## src/rtl/psm_pkg.sv

```systemverilog
package psm_pkg;
    typedef enum logic [1:0] {FU_IDLE, FU_WAIT_OP, FU_HOLD} fu_state_e;
    typedef enum logic {CT_RUN, CT_VL_STALL} ctl_state_e;
    typedef enum logic {MK_PENDING, MK_KNOWN} mask_state_e;
endpackage

```

## src/rtl/psm_ctrl.sv

```systemverilog
module psm_ctrl
    import psm_pkg::*;
#(
    parameter int MAX_EL = 24,
    parameter int EW     = 5
) (
    input  logic              clk,
    input  logic              rst_n,
    input  logic              op_start,
    input  logic              mask_valid,
    input  logic [MAX_EL-1:0] mask_value,
    input  logic              vl_change,
    input  logic              vl_valid,
    input  logic [EW-1:0]     vl_value,
    output logic              run,
    output logic              mask_known,
    output logic [MAX_EL-1:0] mask_q,
    output logic [EW-1:0]     vl_q
);
    localparam logic [EW-1:0] VL_RST = EW'(MAX_EL);

    ctl_state_e  ct_state, ct_next;
    mask_state_e mk_state, mk_next;
    logic [MAX_EL-1:0] mask_n;
    logic [EW-1:0]     vl_n;

    always_ff @(posedge clk) begin
        if (!rst_n) begin
            ct_state <= CT_RUN;
            mk_state <= MK_PENDING;
            mask_q   <= '0;
            vl_q     <= VL_RST;
        end else begin
            ct_state <= ct_next;
            mk_state <= mk_next;
            mask_q   <= mask_n;
            vl_q     <= vl_n;
        end
    end

    always_comb begin
        ct_next = ct_state;
        vl_n    = vl_q;
        unique case (ct_state)
            CT_RUN:      if (vl_change) ct_next = CT_VL_STALL;
            CT_VL_STALL: if (vl_valid) begin
                ct_next = CT_RUN;
                vl_n    = vl_value;
            end
            default:     ct_next = CT_RUN;
        endcase
    end

    always_comb begin
        mk_next = mk_state;
        mask_n  = mask_q;
        if (mask_valid) begin
            mk_next = MK_KNOWN;
            mask_n  = mask_value;
        end else begin
            unique case (mk_state)
                MK_PENDING: mk_next = MK_PENDING;
                MK_KNOWN:   if (op_start) mk_next = MK_PENDING;
                default:    mk_next = MK_PENDING;
            endcase
        end
    end

    assign run        = (ct_state == CT_RUN);
    assign mask_known = (mk_state == MK_KNOWN);
endmodule

```

## src/rtl/psm_fu.sv

```systemverilog
module psm_fu
    import psm_pkg::*;
#(
    parameter int EW = 5,
    parameter int DW = 16
) (
    input  logic          clk,
    input  logic          rst_n,
    input  logic          issue,
    input  logic [EW-1:0] issue_el,
    input  logic          cr_en,
    input  logic          cr_bit,
    input  logic          op_valid,
    input  logic [DW-1:0] op_data,
    input  logic          proceed,
    input  logic          cancel,
    input  logic          wr_grant,
    output logic          busy,
    output logic          shadowed,
    output logic [EW-1:0] el_q,
    output logic          wr_req,
    output logic          wr_en,
    output logic [DW-1:0] wr_data
);
    fu_state_e     state, state_n;
    logic [EW-1:0] el_n;
    logic [DW-1:0] data_q, data_n;
    logic          shadow_q, shadow_n;
    logic          wmask_q, wmask_n;

    always_ff @(posedge clk) begin
        if (!rst_n) begin
            state    <= FU_IDLE;
            el_q     <= '0;
            data_q   <= '0;
            shadow_q <= 1'b0;
            wmask_q  <= 1'b0;
        end else begin
            state    <= state_n;
            el_q     <= el_n;
            data_q   <= data_n;
            shadow_q <= shadow_n;
            wmask_q  <= wmask_n;
        end
    end

    always_comb begin
        state_n  = state;
        el_n     = el_q;
        data_n   = data_q;
        shadow_n = shadow_q;
        wmask_n  = wmask_q;
        unique case (state)
            FU_IDLE: if (issue) begin
                state_n  = FU_WAIT_OP;
                el_n     = issue_el;
                shadow_n = !cr_en;
                wmask_n  = !cr_en || cr_bit;
            end
            FU_WAIT_OP: if (cancel) begin
                state_n  = FU_IDLE;
                shadow_n = 1'b0;
            end else begin
                if (proceed) shadow_n = 1'b0;
                if (op_valid) begin
                    state_n = FU_HOLD;
                    data_n  = op_data;
                end
            end
            FU_HOLD: if (cancel) begin
                state_n  = FU_IDLE;
                shadow_n = 1'b0;
            end else if (proceed) begin
                shadow_n = 1'b0;
            end else if (!shadow_q && (!wmask_q || wr_grant)) begin
                state_n = FU_IDLE;
            end
            default: state_n = FU_IDLE;
        endcase
    end

    assign busy     = (state != FU_IDLE);
    assign shadowed = shadow_q;
    assign wr_req   = (state == FU_HOLD) && !shadow_q && wmask_q;
    assign wr_en    = wr_req && wr_grant;
    assign wr_data  = data_q;
endmodule

```

## src/rtl/pred_shadow_mgr.sv

```systemverilog
module pred_shadow_mgr
    import psm_pkg::*;
#(
    parameter int N_FU   = 4,
    parameter int MAX_EL = 24,
    parameter int DW     = 16,
    parameter int EW     = $clog2(MAX_EL + 1),
    parameter int FU_W   = (N_FU > 1) ? $clog2(N_FU) : 1
) (
    input  logic                 clk,
    input  logic                 rst_n,
    input  logic                 op_start,
    input  logic                 mask_valid,
    input  logic [MAX_EL-1:0]    mask_value,
    input  logic                 vl_change,
    input  logic                 vl_valid,
    input  logic [EW-1:0]        vl_value,
    input  logic                 issue_valid,
    input  logic [FU_W-1:0]      issue_fu,
    input  logic [EW-1:0]        issue_el,
    input  logic                 issue_cr_en,
    input  logic                 issue_cr_bit,
    output logic                 issue_ready,
    input  logic [N_FU-1:0]      fu_op_valid,
    input  logic [N_FU*DW-1:0]   fu_op_data,
    output logic [N_FU-1:0]      fu_proceed,
    output logic [N_FU-1:0]      fu_cancel,
    output logic [N_FU-1:0]      fu_busy,
    output logic [N_FU-1:0]      fu_wr_req,
    input  logic [N_FU-1:0]      fu_wr_grant,
    output logic [N_FU-1:0]      fu_wr_en,
    output logic [N_FU*EW-1:0]   fu_wr_el,
    output logic [N_FU*DW-1:0]   fu_wr_data,
    output logic [EW-1:0]        vl_cur
);
    logic              run_w;
    logic              mask_known_w;
    logic [MAX_EL-1:0] mask_w;
    logic [EW-1:0]     vl_w;
    logic [N_FU-1:0]   shadowed_w;
    logic              accept;

    psm_ctrl #(.MAX_EL(MAX_EL), .EW(EW)) u_ctrl (
        .clk(clk), .rst_n(rst_n), .op_start(op_start),
        .mask_valid(mask_valid), .mask_value(mask_value),
        .vl_change(vl_change), .vl_valid(vl_valid), .vl_value(vl_value),
        .run(run_w), .mask_known(mask_known_w), .mask_q(mask_w), .vl_q(vl_w)
    );

    assign issue_ready = run_w && !fu_busy[issue_fu];
    assign accept      = issue_valid && issue_ready;
    assign vl_cur      = vl_w;

    for (genvar i = 0; i < N_FU; i++) begin : g_fu
        logic [EW-1:0] el_i;
        logic          bit_on;

        psm_fu #(.EW(EW), .DW(DW)) u_fu (
            .clk(clk), .rst_n(rst_n),
            .issue(accept && (issue_fu == FU_W'(i))),
            .issue_el(issue_el), .cr_en(issue_cr_en), .cr_bit(issue_cr_bit),
            .op_valid(fu_op_valid[i]), .op_data(fu_op_data[i*DW +: DW]),
            .proceed(fu_proceed[i]), .cancel(fu_cancel[i]),
            .wr_grant(fu_wr_grant[i]),
            .busy(fu_busy[i]), .shadowed(shadowed_w[i]), .el_q(el_i),
            .wr_req(fu_wr_req[i]), .wr_en(fu_wr_en[i]),
            .wr_data(fu_wr_data[i*DW +: DW])
        );

        // Element is live only inside the vector length and with its mask bit set.
        assign bit_on = (el_i < vl_w) && (el_i < EW'(MAX_EL)) && mask_w[el_i];
        assign fu_proceed[i] = shadowed_w[i] && mask_known_w && bit_on;
        assign fu_cancel[i]  = shadowed_w[i] && mask_known_w && !bit_on;
        assign fu_wr_el[i*EW +: EW] = el_i;
    end
endmodule

```

## config.mk

```make
export PLATFORM = sky130hd
export DESIGN_NAME = pred_shadow_mgr
export DESIGN_NICKNAME = d
export VERILOG_FILES = /design/src/rtl/psm_pkg.sv /design/src/rtl/psm_ctrl.sv /design/src/rtl/psm_fu.sv /design/src/rtl/pred_shadow_mgr.sv
export SDC_FILE = /design/constraint.sdc
export NUM_CORES = 1
export LEC_CHECK = 0
export BUFFER_PORTS_ARGS = -buffer_cell sky130_fd_sc_hd__buf_4
export CORE_MARGIN = 3
export CORE_UTILIZATION = 56
export CTS_BUF_LIST = sky130_fd_sc_hd__clkbuf_16
export CTS_CLUSTER_DIAMETER = 200
export DETAILED_ROUTE_END_ITERATION = 8
export PLACE_DENSITY = 0.87
export SYNTH_ARGS = -nofsm -noshare
export SYNTH_HDL_FRONTEND = slang
export SYNTH_SLANG_ARGS = --single-unit
```

## constraint.sdc

```tcl
create_clock -name clk -period 5 [get_ports clk]
set_input_delay 0.25 -clock clk [delete_from_list [all_inputs] [get_ports clk]]
set_output_delay 0.25 -clock clk [all_outputs]
set_load 0.02 [all_outputs]
```

### After elaboration in Yosys (flattened, before gate mapping)

Cells that the tools add are included.

* shift-type cells: 0
* add/subtract/negate cells: 0
* muxes and demuxes: 60
* divide/modulo/power cells: 0
* reductions and logical operators: 95
* $lt $le $gt $ge: 13
* multiply operators: 0
* bitwise logic cells: 6
* equality and inequality tests: 31

Operators with widths (count)
* two-way mux 2 bit: 24
* logical AND 1 bit: 42
* less-than comparator 5 x 6 -> 1 bit, second input constant: 4
* inequality test 3 x 1 -> 1 bit, second input constant: 8
* case mux 2 bit (3 select lines): 4
* AND reduction 3 bit: 8
* two-way mux 1 bit: 21
* binary-select mux 1 bit (select 5 bit): 4
* less-than comparator 5 bit: 4
* less-than comparator 5 bit, second input constant: 4
* AND reduction 4 bit: 4
* nonzero test 2 bit: 8
* zero test 1 bit: 14
* == test 2 bit, second input constant: 6
* inequality test 3 x 2 -> 1 bit, second input constant: 4
* inequality test 3 bit, second input constant: 4
* case mux 1 bit (2 select lines): 6
* == test 2 x 1 -> 1 bit, second input constant: 5
* zero test 2 bit: 5
* AND reduction 2 bit: 5
* inequality test 2 x 1 -> 1 bit, second input constant: 4
* OR reduction 2 bit: 4
* inverter 1 bit: 6
* logical OR 1 bit: 5
* other kinds (2): 2

* word-level logic and storage cells: 229
* bits in latches: 0
* RAM bits: 0
* input bits: 117
* output and inout port bits: 110
* register bits after elaboration: 131
* memories: 0
* bits in read-only memories: 0

### Depth between registers and ports, before layout

Gate-level depths: netlist of run 1.

* depth in word-level cells: 9
* mapped depth: 9
* depth with buffers taken out: 8

### Cells and area by module

From an unflattened synthesis of run 1, not the netlist that was laid out.

* cell total of the unflattened synthesis: 780
* area total of the unflattened synthesis: 7120.6 µm²

Modules (own cells, without submodules)
* psm_fu: area each 1131.1 µm², instances 4, seq. area each 500.5 µm², cells an instance 130
* pred_shadow_mgr: area each 1393.8 µm², instances 1, seq. area each 0.0 µm², cells an instance 152
* psm_ctrl: area each 1202.4 µm², instances 1, seq. area each 620.6 µm², cells an instance 108

### Least setup slack after synthesis of run 1

Ideal clock, no wire load.

* path kind: register to register
* start: register g_fu[0].u_fu.el_q[1]
* end: register g_fu[0].u_fu.data_q[10]
* setup slack: 2.496 ns
* library setup time: 0.119 ns
* period minus slack after synthesis: 2.504 ns
* cell stages (with the launch flop): 9
* path buffers: 3
* arrival: 2.385 ns
* data required time: 4.881 ns
* path through: dfxtp_1 -> clkbuf_1 -> mux4_2 -> a2111oi_2 -> a311oi_1 -> a41o_1 -> buf_6 -> buf_8 -> mux2i_1

* word-level cells in the longest chain between the ends: 7
* elaborated cells on any way between the ends: 10
* those cells by class: order compare (2); mux (2); bitwise (1); reduce/logical (5)

RTL lines
* start, declared: RTL line psm_fu.sv:20 `output logic [EW-1:0] el_q,`
* start signal, assigned: RTL line psm_fu.sv:40 `el_q <= el_n;`
* binary-select mux 1 bit (select 5 bit) or less-than comparator 5 bit (tied branches): RTL line pred_shadow_mgr.sv:71 `assign bit_on = (el_i < vl_w) && (el_i < EW'(MAX_EL)) && mask_w[el_i];`
* two-way mux 1 bit (not written as such) or logical AND 1 bit (tied branches): RTL line pred_shadow_mgr.sv:71
* logical AND 1 bit *: RTL line pred_shadow_mgr.sv:71
* zero test 1 bit *: RTL line pred_shadow_mgr.sv:73 `assign fu_cancel[i] = shadowed_w[i] && mask_known_w && !bit_on;`
* logical AND 1 bit *: RTL line pred_shadow_mgr.sv:73
* inverter 1 bit (no line) *
* AND reduction 3 bit (no line) *
* end signal, assigned: RTL line psm_fu.sv:41 `data_q <= data_n;`
* end, declared: RTL line psm_fu.sv:27 `logic [DW-1:0] data_q, data_n;`

Every way passes the cells marked *; elsewhere a longest branch is shown, timed or not. The select of a mux whose other input is x is not followed.
A chain may end at the register's enable or synchronous reset.

### Final worst setup path of run 1

* start: register g_fu[1].u_fu.el_q[0]
* end: output fu_cancel[1]

* word-level cells in the longest chain between the ends: 5
* elaborated cells on any way between the ends: 8
* those cells by class: order compare (2); mux (2); reduce/logical (4)

RTL lines
* start, declared: RTL line psm_fu.sv:20
* start signal, assigned: RTL line psm_fu.sv:40
* binary-select mux 1 bit (select 5 bit) or less-than comparator 5 bit (tied branches): RTL line pred_shadow_mgr.sv:71
* two-way mux 1 bit (not written as such) or logical AND 1 bit (tied branches): RTL line pred_shadow_mgr.sv:71
* logical AND 1 bit *: RTL line pred_shadow_mgr.sv:71
* zero test 1 bit *: RTL line pred_shadow_mgr.sv:73
* logical AND 1 bit *: RTL line pred_shadow_mgr.sv:73
* end, declared: RTL line pred_shadow_mgr.sv:27 `output logic [N_FU-1:0] fu_cancel,`

Marked as above.

==> results of run 1 <==
==> state kept, by name, summed over array words and instances (netlist names) <==
name / flops
g_fu.u_fu.wmask_q: 4
g_fu.u_fu.el_q: 20
g_fu.u_fu.shadowed: 4
g_fu.u_fu.wr_data: 64
u_ctrl.mask_q: 24
u_ctrl.ct_state: 1
g_fu.u_fu.state: 8
u_ctrl.mask_known: 1
u_ctrl.vl_q: 5
==> where the power goes <==
group	leakage [uW]	internal [uW]	switching, uW	total [uW]
Clock	0.000286	710	438	1150
Combinational	0.00272	403	455	858
Sequential	0.00107	1140	104	1240
Total	0.00407	2250	997	3250
==> logic make-up (layout without fill, tap and decap cells) <==
logic type | Yosys count | count (layout) | share of synthesized area [%]
multiplexers | 138 | 138 | 23.65
AND/OR/NAND/NOR | 301 | 301 | 19.60
flip-flops | 131 | 131 | 36.62
AO/OA/AOI/OAI | 73 | 73 | 7.495
buffers and inverters | 86 | 282 | 6.342
adder cells (fa/ha/maj) | 36 | 36 | 6.289
==> layout make-up <==
| class | instances | area share (%) |
|---|---|---|
| multi-input cells | 548 | 44.13 |
| flip-flops and latches | 131 | 28.33 |
| repair buffers | 230 | 18.65 |
| clock buffers | 17 | 4.595 |
| well taps | 168 | 2.271 |
| clock inverters | 14 | 1.176 |
| inverters | 21 | 0.8515 |
==> metrics by stage <==
step | power (uW) | instance area (sq um) | hold WS [ps] | util (%)
finish | 3250 | 9258 | 70.60 | 75.50
global route | 3393 | 9258 | 74.06 | 75.50
CTS | 3259 | 9258 | 58.52 | 75.50
detailed placement | 2111 | 8723 | 447.8 | 71.14
global placement | 2092 | 8723 | 441.6 | 71.14
floorplan | 1830 | 7162 | 392.2 | -
==> worst paths after layout <==
kind / endpoint / depth (start not counted)
worst max-delay path: fu_cancel[1] / 6
worst max register to register: g_fu[0].u_fu.wr_data[13] / 6
worst min register to register: g_fu[3].u_fu.wr_data[14] / 2
worst min-delay path: u_ctrl.vl_q[4] / 3
==> worst register-to-register path, cell delays in order, from the launching register on <==
cell	delay, ps
dfxtp_1	600
mux4_2	320
nor2b_4	140
a2111oi_2	50
a311oi_1	490
a41o_1	920
mux2i_1	290
==> cell usage after synthesis (2+ instances only) <==
cell type    n  area (sq um)
ha_1        36         450.4
buf_6        3         33.78
nand3_1     22         110.1
o21ai_0     16         80.08
a21o_1       4         30.03
a21boi_0    17         127.6
a41o_1       2         20.02
o31ai_1      3         22.52
a31oi_1      2         12.51
mux2i_1    113          1131
a211oi_1     5         37.54
and2_1       8         50.05
dfxtp_1    131          2623
o211ai_1     4         30.03
nor2_1      18         67.56
nand2b_1     8         50.05
buf_2        3         15.01
nor3b_1      3         22.52
mux4_2      25         563.0
inv_1       21         78.83
a221oi_1     2         17.52
nor3_1       2         10.01
a21oi_1      4         20.02
or4_1        3         22.52
nand3b_1     2         15.01
buf_4       25         187.7
nand2_1    173         649.4
clkbuf_1    33         123.9
o21a_1       3         22.52
nor2b_1     53         331.6
==> layer usage <==
| layer | routed length (microns) | track usage [%] | up-vias |
|---|---|---|---|
| met1 | 7669 | 33.09 | 2917 |
| li1 | - | - | 2984 |
| met2 | 9658 | 44.83 | 291 |
| met5 | 0 | 0 | - |
| met4 | 381 | 9.124 | 0 |
| met3 | 1817 | 9.259 | 39 |
==> out/qor.txt, run 1 <==
HP Start - vl_value[4]
Worst Setup End Kind - output port
Worst Tran Pin Value - 1021 ps
Final Hold Vio Count - 0
most frequent cells in the layout - buf_4, nand2_1, dfxtp_1
Peak VDD IR - 0.0002524 V
yosys synthesis warning count - 0
num rows - 40
CP arrival - 2740 ps
clock skew - 4.377 ps
# IOs - 227
final setup margin - 2014 ps
Leak Pwr - 0.004073 uW
area of the multi-input gates - 0.004085 sq mm
1st-pass router iterations - 5
CTS sink cnt - 131
vias in the first global route - 6,025
drt via density - 5.519
Final GP Congestion - 0.9260
Nets - 1,102
clk root buf - clkbuf_16
crit path from - g_fu[1].u_fu.el_q[0]
most common cell after layout, fill and taps aside - buf_4
CTS tree - built
RSZ-0062 raised after global routing - false
library cells used by synthesis - 51
initial drt markers - 557
crit path buf inv count - 1
syn_area_per_cell - 9.362 sq um
H-tree Lvls - 4
starting density of the core - 58.41%
Seq/Total Area, Yosys - 36.62%
routed len/inst - 17.30 microns
R2R Path Start - g_fu[0].u_fu.el_q[0]
Synth Flop Type - dfxtp_1
Final min period - 2986 ps
Worst slew margin - 31.87%
Clock Path Buffers - 2
post-synthesis instance total - 765
clock buffer count from CTS - 17
placed insts - 1,098
max_cap viols - 0
status - finished, final reports clean
synthesized area - 0.007162 sq mm
Vias - 6,231
proportion of layout cells with a drive suffix above 1 - 29.45%
cell family with most CP delay - multiplexers
final period utilization - 59.71%
FF-to-FF setup slack - 2110 ps
global-route wire length before repair - 30,630 microns
post-route ant nets - 0
# Post-CTS Setup Buffers - 0
drc violations - 0
Mapped Nets - 918
Post-Layout Cell Count - 1,129
register area - 0.002623 sq mm
EDFF count, synth - 0
Setup violations, final - 0
Worst Path Class, Setup - flop to output port
post_cts resized - 0
Max stage delay cell, worst path - dfxtp_1
fmax - 0.3349 GHz
die width - 119.1 microns
critical-path cell list - mux4_2 > mux2i_1 > a221oi_1 > o211ai_1 > nor2b_1 > buf_4
# diodes - 0
Clk pin slew, worst setup/hold paths - 50 ps
FFs w/ async S/R, synth - 0%
Post-DP HPWL - 14,430 microns
total grt overflow - 0
Worst Hold Class - input pin to flop
worst-path fanout max - 9
Power Density - 351.1 mW/mm^2
CTS Hold Bufs - 0
crit start category - flop
chip height - 119.1 microns
DP Worst Slack - 2138 ps
core area - 0.01226 sq mm
#FFs+latches synth - 131
Max Slew Vio Count - 0
PortBufs - 226
initial antenna violation count - 0
fill cell count - 868
largest net degree at the start of global routing - 89
Die ar. - 0.01418 sq mm
latest clock arrival within the worst-skew pair - 420 ps
area grow syn2layout - 29.26%
global-route usage over all layers - 27.12%
CP Data Required Time - 4750 ps
CP peak stage delay - 650 ps
routed wire length - 19,530 microns
setup TNS - 0 ps
Power figures use the tool's default switching activity.
==> inputs of run 2 (changes only) <==
- CORE_UTILIZATION: 56 -> 47
- PLACE_DENSITY: 0.87 -> 0.77
- clock period: 5 -> 2.7 ns (I/O delays scaled with it)
==> out/qor.txt, run 2 (same netlist as run 1, synthesis figures left out) <==
initial antenna violation count - 0 (unchanged)
1st-pass router iterations - 5 (unchanged)
die width - 129.4 microns (+8.7%)
Clk pin slew, worst setup/hold paths - 50 ps (about the same)
post-route ant nets - 0 (unchanged)
Placed Area - 0.008871 sq mm (+1.7%)
Clock Path Buffers - 2 (unchanged)
drt via density - 5.262 (-4.7%)
clock skew - 8.612 ps (+4.235 ps)
H-tree Lvls - 4 (unchanged)
area grow syn2layout - 45.98%
most frequent cells in the layout - buf_4, nand2_1, dfxtp_1
PortBufs - 226 (unchanged)
global-route usage over all layers - 25.10% (-2.0 points)
Worst Path Class, Setup - flop to output port
crit start category - flop
Power Density - 627.7 mW/mm^2 (+79%)
Vias - 6,567 (+5.4%)
max reg flops - 64 (unchanged)
most common cell after layout, fill and taps aside - buf_4
proportion of layout cells with a drive suffix above 1 - 28.85% (-0.60 points)
vias in the first global route - 6,594 (+9.4%)
Final Hold Vio Count - 0 (unchanged)
final period utilization - 94.66%
clk root buf - clkbuf_16
Worst Tran Pin Value - 755.2 ps (-265.7 ps)
num rows - 44 (+10%)
Final min period - 2556 ps
CP Data Required Time - 2570 ps (-2180 ps)
# IOs - 227 (unchanged)
setup TNS - 0 ps (unchanged)
fill cell count - 1,043 (+20%)
CP arrival - 2420 ps (-320 ps)
latest clock arrival within the worst-skew pair - 420 ps (about the same)
status - finished, final reports clean
drc violations - 0 (unchanged)
total grt overflow - 0 (unchanged)
initial drt markers - 460 (-17%)
RSZ-0062 raised after global routing - false
Final Cell Area - 0.01046 sq mm (+13%)
largest net degree at the start of global routing - 115 (+29%)
starting density of the core - 48.72% (-9.7 points)
Worst Setup End Kind - output port
chip height - 129.4 microns (+8.7%)
Leak Pwr - 0.004563 uW (+12%)
routed wire length - 21,070 microns (+7.9%)
Setup violations, final - 0 (unchanged)
Final GP Congestion - 0.8924 (-3.6%)
CTS tree - built
final core utilization - 71.13% (-4.4 points)
Post-DP HPWL - 14,380 microns (-0.35%)
Peak VDD IR - 0.0005177 V (+110%)
Worst slew margin - 49.66% (+18 points)
Worst Hold Class - input pin to flop
# Post-CTS Setup Buffers - 0 (unchanged)
global-route wire length before repair - 33,150 microns (+8.2%)
routed len/inst - 16.88 microns (-2.4%)
# diodes - 0 (unchanged)
Die ar. - 0.01675 sq mm (+18%)
clock buffer count from CTS - 17 (unchanged)
fmax - 0.3913 GHz
max_cap viols - 0 (unchanged)
core area - 0.01470 sq mm (+20%)
Min Hold Slack - 10.53 ps (-60.07 ps)
Max Slew Vio Count - 0 (unchanged)
Nets - 1,205 (+9.3%)
CTS sink cnt - 131 (unchanged)
Tot Pwr - 6562 uW (+100%)
worst-path fanout max - 9 (unchanged)
[run 2: cell count changes in the layout (fill, tap and decap cells not counted), moves of 2 or more]
cell,delta
clkinvlp_4,+2
dfxtp_1,-5
clkinv_2,-2
bufinv_16,+4
inv_1,-4
dfxtp_4,+2
dfxtp_2,+3
buf_4,+9
dlygate4sd3_1,+91
buf_12,+3
[run 2: path summary, 6_finish.rpt]
| check | from | slack [ps] | end | cells after the start |
|---|---|---|---|---|
| worst min register to register | g_fu[2].u_fu.wr_data[10] | 460 | g_fu[2].u_fu.wr_data[10] | 2 |
| worst max-delay path | g_fu[2].u_fu.el_q[0] | 140 | fu_cancel[2] | 5 |
| worst max register to register | u_ctrl.vl_q[1] | 190 | g_fu[1].u_fu.wr_data[6] | 7 |
| worst min-delay path | mask_value[1] | 10 | u_ctrl.mask_q[1] | 3 |
[run 2: layout make-up]
type | count | area [sq um] | area share [%]
inverter | 21 | 78.83 | 0.7540
tap | 184 | 230.2 | 2.202
clock buffer | 17 | 425.4 | 4.069
clock inverter | 14 | 219.0 | 2.094
timing repair buffer | 333 | 2765 | 26.45
sequential | 131 | 2634 | 25.19
multi-input combinational | 548 | 4103 | 39.24
[run 2: power breakdown]
group / total [uW] / leakage, uW / internal (uW) / switching, uW
clock network: 2540 / 0.000314 / 1700 / 834
registers: 2290 / 0.00107 / 2110 / 180
logic: 1730 / 0.00318 / 851 / 881
total: 6560 / 0.00456 / 4670 / 1890
[run 2: critical path, stage by stage, from the launching register on]
cell and delay [ps]:
dfxtp_4 440, mux4_2 540, or3b_1 360, nand4_1 200, nor2b_1 270, buf_4 190
[run 2: per-stage QoR]
| step | setup slack (ps) | std cells |
|---|---|---|
| floorplan | 196.4 | 765 |
| global placement | 177.0 | 1126 |
| detailed placement | 104.8 | 1126 |
| CTS | 16.62 | 1248 |
| global route | 13.68 | 1248 |
| finish | 144.1 | 1248 |
[run 2: layer usage]
layer | GRT usage, % | up-vias | wire [microns]
li1 | - | 3182 | -
met1 | 31.13 | 3069 | 8571
met2 | 40.76 | 267 | 10190
met3 | 7.461 | 49 | 1677
met4 | 10.76 | 0 | 634
met5 | 0 | - | 0
[run 2: what timing repair did]
item / in CTS / in global routing
setup endpoints to repair: 2 / 20
hold endpoints to repair: 91 / 0
resized for setup: 3 / 7
hold buffers: 91 / 0
pin swaps: 0 / 1
==> inputs of run 3 (changes only) <==
- HOLD_SLACK_MARGIN: not set -> 0.15
==> out/qor.txt, run 3 (same netlist as run 1, synthesis figures left out) <==
setup TNS - 0 ps (unchanged)
Die ar. - 0.01675 sq mm (unchanged)
Worst slew margin - 50.56% (+0.91 points)
latest clock arrival within the worst-skew pair - 420 ps (about the same)
clk root buf - clkbuf_16
Leak Pwr - 0.004632 uW (+1.5%)
vias in the first global route - 6,728 (+2.0%)
# diodes - 0 (unchanged)
CP arrival - 2420 ps (about the same)
# Post-CTS Setup Buffers - 0 (unchanged)
placed insts - 1,126 (unchanged)
Final min period - 2560 ps (+3.697 ps)
die width - 129.4 microns (unchanged)
clock skew - 7.408 ps (-1.204 ps)
# IOs - 227 (unchanged)
initial drt markers - 455 (-1.1%)
most common cell after layout, fill and taps aside - buf_4
CTS tree - built
status - finished, final reports clean
Worst Setup End Kind - output port
clock buffer count from CTS - 17 (unchanged)
total grt overflow - 0 (unchanged)
Worst Hold Class - input pin to flop
largest net degree at the start of global routing - 115 (unchanged)
final period utilization - 94.80% (+0.14 points)
starting density of the core - 48.72% (unchanged)
Final Hold Vio Count - 0 (unchanged)
CTS sink cnt - 131 (unchanged)
routed wire length - 21,650 microns (+2.7%)
routed len/inst - 17.08 microns (+1.2%)
max_cap viols - 0 (unchanged)
proportion of layout cells with a drive suffix above 1 - 28.35% (-0.51 points)
drc violations - 0 (unchanged)
Tot Pwr - 6602 uW (+0.60%)
initial antenna violation count - 0 (unchanged)
RSZ-0062 raised after global routing - false
Worst Path Class, Setup - flop to output port
fmax - 0.3907 GHz (-0.14%)
1st-pass router iterations - 5 (unchanged)
Nets - 1,224 (+1.6%)
chip height - 129.4 microns (unchanged)
Post-DP HPWL - 14,380 microns (unchanged)
Clock Path Buffers - 2 (unchanged)
global-route wire length before repair - 34,070 microns (+2.8%)
drt via density - 5.266 (about the same)
Min Hold Slack - 162.0 ps (+151.4 ps)
worst-path fanout max - 9 (unchanged)
Peak VDD IR - 0.0005162 V (-0.30%)
global-route usage over all layers - 25.78% (+0.69 points)
Setup violations, final - 0 (unchanged)
post-route ant nets - 0 (unchanged)
Vias - 6,672 (+1.6%)
Final GP Congestion - 0.8924 (unchanged)
Worst Tran Pin Value - 741.6 ps (-13.58 ps)
H-tree Lvls - 4 (unchanged)
max reg flops - 64 (unchanged)
Clk pin slew, worst setup/hold paths - 60 ps (about the same)
CP Data Required Time - 2570 ps (about the same)
most frequent cells in the layout - buf_4, nand2_1, dfxtp_1
PortBufs - 226 (unchanged)
crit start category - flop
Power Density - 619.4 mW/mm^2 (-1.3%)
num rows - 44 (unchanged)
Max Slew Vio Count - 0 (unchanged)
core area - 0.01470 sq mm (unchanged)
area grow syn2layout - 48.81%
Post-Layout Cell Count - 1,267 (+1.5%)
## run 3: changes by cell type in the layout (fill, tap and decap cells not counted), sizes merged
cell	before	now
dlygate4sd3	91	110
## run 3: where the power goes
| part | switching (uW) | internal, uW |
|---|---|---|
| clock network | 843 | 1710 |
| registers | 182 | 2110 |
| logic | 890 | 869 |
## run 3: stage by stage
stage | util [%] | setup slack, ps | area [sq um]
2_1_floorplan | - | 196.4 | 7162
3_3_place_gp | 60.35 | 177.0 | 8871
3_5_place_dp | 60.35 | 104.8 | 8871
4_1_cts | 72.25 | 16.62 | 10620
5_1_grt | 72.51 | 13.65 | 10660
6_report | 72.51 | 140.4 | 10660
## run 3: critical path, cell delays in order, from the launching register on
cell     delay (ps)
dfxtp_4         450
mux4_2          540
or3b_1          360
nand4_1         190
nor2b_1         280
buf_4           190
## run 3: what timing repair did
action,4_1_cts,5_1_grt
cloned,0,0
pin swaps,0,1
hold endpoints to repair,123,0
resized for setup,3,8
setup endpoints to repair,2,20
hold buffers,110,0
## run 3: path summary, 6_finish.rpt
path,from,end,slack (ps),cells past startpoint
max,g_fu[2].u_fu.el_q[0],fu_cancel[2],140,5
min,vl_valid,u_ctrl.vl_q[2],160,4
max reg2reg,g_fu[1].u_fu.el_q[1],g_fu[1].u_fu.wr_data[8],170,6
min reg2reg,g_fu[2].u_fu.wr_data[10],g_fu[2].u_fu.wr_data[10],460,2
## run 3: per-layer routing
layer | GRT usage (%) | up-vias | wire length [microns]
li1 | - | 3225 | -
met1 | 31.68 | 3118 | 8733
met2 | 42.96 | 281 | 10590
met3 | 7.255 | 48 | 1688
met4 | 10.21 | 0 | 637
met5 | 0 | - | 0
## run 3: area by class of cell
type | instances | area [sq um]
Fill cell | 1004 | 4041
Sequential cell | 131 | 2634
Inverter | 21 | 78.83
Multi-Input combinational cell | 548 | 4115
Tap cell | 184 | 230.2
Clock inverter | 14 | 219.0
Clock buffer | 17 | 425.4
Timing Repair Buffer | 352 | 2955
